==> config.mk <==
export PLATFORM = sky130hd
export DESIGN_NAME = adc_result_flags
export DESIGN_NICKNAME = d
export VERILOG_FILES = /design/src/rtl/adc_res_pkg.sv /design/src/rtl/adc_res_store.sv /design/src/rtl/adc_res_flags.sv /design/src/rtl/adc_res_regif.sv /design/src/rtl/adc_result_flags.sv
export SDC_FILE = /design/constraint.sdc
export NUM_CORES = 1
export LEC_CHECK = 0
export BUFFER_PORTS_ARGS = -buffer_cell sky130_fd_sc_hd__buf_2
export CELL_PAD_IN_SITES_DETAIL_PLACEMENT = 0
export CELL_PAD_IN_SITES_GLOBAL_PLACEMENT = 1
export CORE_MARGIN = 3
export CORE_UTILIZATION = 50
export CTS_CLUSTER_DIAMETER = 40
export DETAILED_ROUTE_END_ITERATION = 6
export GPL_TIMING_DRIVEN = 1
export PLACE_DENSITY = 0.93
export SLEW_MARGIN = 30
export SYNTH_ARGS = -nofsm -noshare
export SYNTH_HDL_FRONTEND = slang
export SYNTH_HIERARCHICAL = 1
export SYNTH_SLANG_ARGS = --single-unit
==> constraint.sdc <==
create_clock -name clk -period 2.7 [get_ports clk]
set_clock_uncertainty 0.15 [all_clocks]
set_input_delay 0.135 -clock clk [delete_from_list [all_inputs] [get_ports clk]]
set_output_delay 0.135 -clock clk [all_outputs]
set_load 0.03 [all_outputs]
==> src/rtl/adc_res_pkg.sv <==
package adc_res_pkg;
  localparam int unsigned DEF_NCH    = 8;
  localparam int unsigned DEF_RES_W  = 10;
  localparam int unsigned DEF_DATA_W = 16;
endpackage

==> src/rtl/adc_res_store.sv <==
module adc_res_store #(
  parameter int unsigned NCH   = 8,
  parameter int unsigned RES_W = 10,
  localparam int unsigned CH_W = $clog2(NCH)
) (
  input  logic                 clk,
  input  logic                 rst,
  input  logic                 fire,
  input  logic [CH_W-1:0]      ch,
  input  logic [RES_W-1:0]     value,
  output logic [NCH*RES_W-1:0] ch_data_flat,
  output logic [RES_W-1:0]     last_data,
  output logic [CH_W-1:0]      last_ch
);
  for (genvar i = 0; i < NCH; i++) begin : g_slot
    logic [RES_W-1:0] slot_q;
    always_ff @(posedge clk) begin
      if (rst) slot_q <= '0;
      else if (fire && ch == CH_W'(i)) slot_q <= value;
    end
    assign ch_data_flat[i*RES_W +: RES_W] = slot_q;
  end

  always_ff @(posedge clk) begin
    if (rst) begin
      last_data <= '0;
      last_ch   <= '0;
    end else if (fire) begin
      last_data <= value;
      last_ch   <= ch;
    end
  end
endmodule

==> src/rtl/adc_res_flags.sv <==
module adc_res_flags #(
  parameter int unsigned NCH = 8,
  localparam int unsigned CH_W = $clog2(NCH)
) (
  input  logic            clk,
  input  logic            rst,
  input  logic            fire,
  input  logic [CH_W-1:0] ch,
  input  logic [NCH-1:0]  rd_ch_clr,
  input  logic            rd_last_clr,
  input  logic [CH_W-1:0] last_ch,
  input  logic [NCH:0]    mask,
  output logic [NCH-1:0]  eoc,
  output logic            drdy,
  output logic            dma_req,
  output logic            irq
);
  logic drdy_prev;

  for (genvar i = 0; i < NCH; i++) begin : g_eoc
    logic set_i, clr_i;
    assign set_i = fire && (ch == CH_W'(i));
    assign clr_i = rd_ch_clr[i] || (rd_last_clr && last_ch == CH_W'(i));
    always_ff @(posedge clk) begin
      if (rst)        eoc[i] <= 1'b0;
      else if (set_i) eoc[i] <= 1'b1;
      else if (clr_i) eoc[i] <= 1'b0;
    end
  end

  always_ff @(posedge clk) begin
    if (rst) begin
      drdy      <= 1'b0;
      drdy_prev <= 1'b0;
    end else begin
      drdy_prev <= drdy;
      if (fire)             drdy <= 1'b1;
      else if (rd_last_clr) drdy <= 1'b0;
    end
  end

  assign dma_req = drdy & ~drdy_prev;
  assign irq     = |({drdy, eoc} & mask);
endmodule

==> src/rtl/adc_res_regif.sv <==
module adc_res_regif #(
  parameter int unsigned NCH    = 8,
  parameter int unsigned RES_W  = 10,
  parameter int unsigned DATA_W = 16,
  localparam int unsigned CH_W   = $clog2(NCH),
  localparam int unsigned ADDR_W = $clog2(NCH + 3)
) (
  input  logic                 clk,
  input  logic                 rst,
  input  logic                 bus_rd,
  input  logic                 bus_wr,
  input  logic [ADDR_W-1:0]    bus_addr,
  input  logic [DATA_W-1:0]    bus_wdata,
  output logic [DATA_W-1:0]    bus_rdata,
  input  logic [NCH*RES_W-1:0] ch_data_flat,
  input  logic [RES_W-1:0]     last_data,
  input  logic [CH_W-1:0]      last_ch,
  input  logic [NCH-1:0]       eoc,
  input  logic                 drdy,
  output logic [NCH:0]         mask,
  output logic [NCH-1:0]       rd_ch_clr,
  output logic                 rd_last_clr
);
  localparam logic [ADDR_W-1:0] A_LAST = ADDR_W'(NCH);
  localparam logic [ADDR_W-1:0] A_STAT = ADDR_W'(NCH + 1);
  localparam logic [ADDR_W-1:0] A_MASK = ADDR_W'(NCH + 2);

  logic [DATA_W-1:0] rd_mux;

  for (genvar i = 0; i < NCH; i++) begin : g_dec
    assign rd_ch_clr[i] = bus_rd && (bus_addr == ADDR_W'(i));
  end
  assign rd_last_clr = bus_rd && (bus_addr == A_LAST);

  always_comb begin
    rd_mux = '0;
    if (bus_addr < A_LAST)
      rd_mux[RES_W-1:0] = ch_data_flat[int'(bus_addr)*RES_W +: RES_W];
    else if (bus_addr == A_LAST)
      rd_mux[RES_W+CH_W-1:0] = {last_ch, last_data};
    else if (bus_addr == A_STAT)
      rd_mux[NCH:0] = {drdy, eoc};
    else if (bus_addr == A_MASK)
      rd_mux[NCH:0] = mask;
  end

  always_ff @(posedge clk) begin
    if (rst) begin
      bus_rdata <= '0;
      mask      <= '0;
    end else begin
      if (bus_rd) bus_rdata <= rd_mux;
      if (bus_wr && bus_addr == A_MASK) mask <= bus_wdata[NCH:0];
    end
  end
endmodule

==> src/rtl/adc_result_flags.sv <==
module adc_result_flags
  import adc_res_pkg::*;
#(
  parameter int unsigned NCH    = DEF_NCH,
  parameter int unsigned RES_W  = DEF_RES_W,
  parameter int unsigned DATA_W = DEF_DATA_W,
  localparam int unsigned CH_W   = $clog2(NCH),
  localparam int unsigned ADDR_W = $clog2(NCH + 3)
) (
  input  logic              clk,
  input  logic              rst,
  input  logic              conv_valid,
  output logic              conv_ready,
  input  logic [CH_W-1:0]   conv_ch,
  input  logic [RES_W-1:0]  conv_data,
  input  logic              bus_rd,
  input  logic              bus_wr,
  input  logic [ADDR_W-1:0] bus_addr,
  input  logic [DATA_W-1:0] bus_wdata,
  output logic [DATA_W-1:0] bus_rdata,
  output logic              dma_req,
  output logic              irq
);
  logic                 conv_fire;
  logic [NCH*RES_W-1:0] ch_data_flat;
  logic [RES_W-1:0]     last_data;
  logic [CH_W-1:0]      last_ch;
  logic [NCH-1:0]       eoc_q;
  logic                 drdy_q;
  logic [NCH:0]         mask_q;
  logic [NCH-1:0]       rd_ch_clr;
  logic                 rd_last_clr;

  assign conv_ready = ~rst;
  assign conv_fire  = conv_valid & conv_ready;

  adc_res_store #(.NCH(NCH), .RES_W(RES_W)) store_i (
    .clk(clk), .rst(rst), .fire(conv_fire), .ch(conv_ch), .value(conv_data),
    .ch_data_flat(ch_data_flat), .last_data(last_data), .last_ch(last_ch)
  );

  adc_res_flags #(.NCH(NCH)) flags_i (
    .clk(clk), .rst(rst), .fire(conv_fire), .ch(conv_ch),
    .rd_ch_clr(rd_ch_clr), .rd_last_clr(rd_last_clr), .last_ch(last_ch),
    .mask(mask_q), .eoc(eoc_q), .drdy(drdy_q), .dma_req(dma_req), .irq(irq)
  );

  adc_res_regif #(.NCH(NCH), .RES_W(RES_W), .DATA_W(DATA_W)) regif_i (
    .clk(clk), .rst(rst), .bus_rd(bus_rd), .bus_wr(bus_wr), .bus_addr(bus_addr),
    .bus_wdata(bus_wdata), .bus_rdata(bus_rdata), .ch_data_flat(ch_data_flat),
    .last_data(last_data), .last_ch(last_ch), .eoc(eoc_q), .drdy(drdy_q),
    .mask(mask_q), .rd_ch_clr(rd_ch_clr), .rd_last_clr(rd_last_clr)
  );
endmodule

==> results.md <==
* Status: finished clean
* Synthesized area at 5900 sq um
* Post-DRT Antenna Nets at 0
* RSZ-0062 raised after global routing: false
* Top cells by area, synth: dfxtp_1 (42%), mux2i_1 (19%), nand2b_1 (9.7%), mux4_2 (6.5%), buf_2 (1.8%)
* TritonCTS buffer count at 17
* Crit path required time at 2.83 ns
* WS Path Type: input port to register
* Lkg Pwr at 3.03 nW
* CP endpoint: flags_i/eoc[2]$_SDFFE_PP0P_
* Hold Startpoint: bus_addr[3]
* R2R depth at 4
* Crit path capture type: register
* Critical Path Source: bus_rd
* Max-slew violation count at 0
* Antenna violations before repair at 0
* Slowest-stage cell, CP: nor3b_2
* Power density cells at 638 nW/um^2
* Clock Pin Slew Worst Setup and Hold Paths at 0.06 ns
* Vias in the first global route at 4504
* Synth-to-layout area growth at 19.0%
* DIE AREA at 13100 sq um
* Clk buf depth at 2
* Avg Cell Area, Syn at 10.3 sq um
* Final Hold Fails at 0
* Vias at 4490
* Synthesis Warnings at 6
* Wirelength per Cell at 18.7 microns
* # IOs at 57
* Setup violators final at 0
* Max stage delay on crit path at 0.63 ns
* Largest net degree at the start of global routing at 59
* Worst vdd ir at 426 uV
* Tcrit/Tclk final at 88.2%
* Worst Max-Slew Pin Slew at 0.758 ns
* MaxCap Viol Count at 0
* H-tree levels at 4
* Mapped Cells at 571
* Flop2flop setup slack at 1.06 ns
* Ys async rst share at 0%
* Number of cell rows at 39
* GPL Wtd Cong at 0.813
* Core Area at 11500 sq um
* CP bufs+invs at 2
* DP Area at 6160 sq um
* HP Class: input port to register
* Detailed Route WL at 14600 microns
* Total congestion overflow at 0
* DRT Pass-1 Iters at 5
* First-pass GRT wire length at 23000 microns
* Synth top area share at 42.4%
* WP data arrival at 2.51 ns
* Fin nets at 660
* Top Family by Delay on Critical Path: simple AND/OR/NAND/NOR gates
* DRC at 0
* Diode count at 0
* Reg2reg end: regif_i/bus_rdata[9]$_SDFFE_PP0P_
* Setup TNS at 0 ns
* Min Tclk post-route at 2.38 ns
* Fmax at 420 MHz
* CP Cell Sequence: dlygate4sd3_1 > buf_2 > and3b_1 > nor3b_2 > nand2_1 > o311ai_1 > a21oi_1
* Starting Density at 51.5%
* Crit Path Max Fanout at 9
* Layout cells sized above 1 at 18.7%
* Setup crit start kind: input port
* CTS tree: done
* Post-synth EDFFs at 0
* Max_slew headroom at 49.4%
* CTS root buf: clkbuf_16
* Post-route cell area at 7030 sq um
* #FFs+latches synth at 125
* Post-CTS resize count at 0
* Register area share after synthesis at 42.4%
* Starting DRT DRC Count at 324
* Vias per cell at 5.77
* HPWL after DPL at 9440 microns
* Stages on worst setup path at 7
* Synth cell types at 46
* Die X at 115 microns
* IO Port Bufs at 46
* Clock Latency Late Sink at 0.41 ns
* Die H at 115 microns
* Ys flop type: dfxtp_1
* Clock sinks at 125
* Total Routing Usage GR at 22.6%
* R2R Path Start: store_i/g_slot[5].slot_q[9]$_SDFFE_PP0P_
* Area leader, netlist: dfxtp_1
## synth_stat cells (2+ instances only)
| library cell | instances |
|---|---|
| and3_1 | 2 |
| a22oi_1 | 10 |
| mux2_2 | 3 |
| nor2_1 | 22 |
| nand4_1 | 2 |
| mux2i_1 | 112 |
| a21oi_1 | 18 |
| a222oi_1 | 4 |
| dfxtp_1 | 125 |
| nand4b_1 | 4 |
| buf_6 | 2 |
| and4bb_2 | 2 |
| o21ai_0 | 10 |
| nand3_1 | 4 |
| buf_2 | 21 |
| o311ai_1 | 5 |
| nor3_1 | 6 |
| nor2b_1 | 9 |
| buf_1 | 7 |
| o2bb2ai_1 | 9 |
| mux4_2 | 17 |
| inv_1 | 10 |
| o22ai_1 | 8 |
| nor4_1 | 2 |
| a32oi_1 | 2 |
| nand2b_1 | 92 |
| buf_4 | 6 |
| clkbuf_1 | 20 |
| nand4bb_1 | 5 |
| nand2_1 | 16 |
## power by group
| group | internal (mW) | leakage (nW) | switching [mW] | total [mW] |
|---|---|---|---|---|
| clock network | 1.41 | 0.274 | 0.840 | 2.25 |
| logic | 0.145 | 1.74 | 0.185 | 0.330 |
| registers | 1.88 | 1.01 | 0.0252 | 1.90 |
| total | 3.43 | 3.03 | 1.05 | 4.48 |
## cell type report
cell class / count / area (sq um)
Timing Repair Buffer: 86 / 613
Clock inverter: 13 / 141
Sequential cell: 125 / 2500
Inverter: 11 / 41.3
Clock buffer: 19 / 453
Fill cell: 878 / 4440
Tap cell: 143 / 179
Multi-Input combinational cell: 381 / 3100
## logic make-up after synthesis
logic type	count (synthesis)	share of synthesized area (%)
simple gates	176	18.1
compound gates	70	8.10
mux	132	26.0
other cells	1	0.0635
flops	125	42.4
buf+inv	67	5.34
## worst reg2reg max path, cell delays in order (launching register included)
cell and delay, ns:
dfxtp_1 0.31, mux4_2 0.46, mux2_2 0.30, a222oi_1 0.22, nor2_1 0.07
## worst min path at each step
| stage | to | cells past startpoint |
|---|---|---|
| 2_1_floorplan | regif_i/bus_rdata[0]$_SDFFE_PP0P_ | 1 |
| 3_3_place_gp | regif_i/mask[8]$_SDFFE_PP0P_ | 3 |
| 3_5_place_dp | regif_i/mask[5]$_SDFFE_PP0P_ | 3 |
| 4_1_cts | regif_i/bus_rdata[4]$_SDFFE_PP0P_ | 4 |
| 5_1_grt | regif_i/bus_rdata[4]$_SDFFE_PP0P_ | 4 |
| 6_report | regif_i/bus_rdata[4]$_SDFFE_PP0P_ | 4 |
## sequential cells by signal (all words and copies together) (netlist names)
register               cells
store_i/g_slot.slot_q     80
regif_i/bus_rdata         13
store_i/last_data         10
regif_i/mask               9
flags_i/eoc                8
store_i/last_ch            3
flags_i/drdy               1
flags_i/drdy_prev          1
## repair_timing
item	4_1_cts	5_1_grt
hold endpoints to repair	24	0
setup buffers	0	0
hold buffers	27	0
## routing by layer
| metal | wire length [microns] | part of all wire (%) | GRT usage, % | vias to the layer above |
|---|---|---|---|---|
| li1 | - | - | - | 2118 |
| met1 | 6370 | 44 | 28.1 | 2219 |
| met2 | 7260 | 50 | 38.4 | 135 |
| met3 | 705 | 4.8 | 5.13 | 18 |
| met4 | 219 | 1.5 | 7.84 | 0 |
| met5 | 0 | 0 | 0 | - |
## per-stage QoR
stage / hold WS, ns / utilization (%) / instances / setup WS, ns / power (mW)
3_3_place_gp: 0.231 / 53.7 / 719 / 0.625 / 2.23
5_1_grt: 0.0725 / 61.3 / 778 / 0.243 / 4.61
3_5_place_dp: 0.235 / 53.7 / 719 / 0.546 / 2.24
6_report: 0.0496 / 61.3 / 778 / 0.318 / 4.48
2_1_floorplan: 0.101 / - / 573 / 0.957 / 2.16
4_1_cts: 0.0388 / 61.3 / 778 / 0.473 / 4.50
## cell usage in the layout (no fill, tap or decap), drive strengths merged, types with 5 or more instances in the layout
master / Yosys / final
o311ai: 5 / 5
nor2: 23 / 23
inv: 11 / 12
o22ai: 8 / 8
mux2i: 112 / 112
nand4bb: 5 / 5
nand2: 16 / 16
nor3: 6 / 6
clkinvlp: 0 / 6
a21oi: 18 / 18
a22oi: 10 / 10
buf: 36 / 59
nand2b: 92 / 92
dlygate4sd3: 0 / 27
mux4: 17 / 17
o21ai: 10 / 10
dfxtp: 125 / 125
o2bb2ai: 9 / 9
clkbuf: 20 / 19
nor2b: 9 / 9
Note: power is estimated with default switching activity, not from simulation.
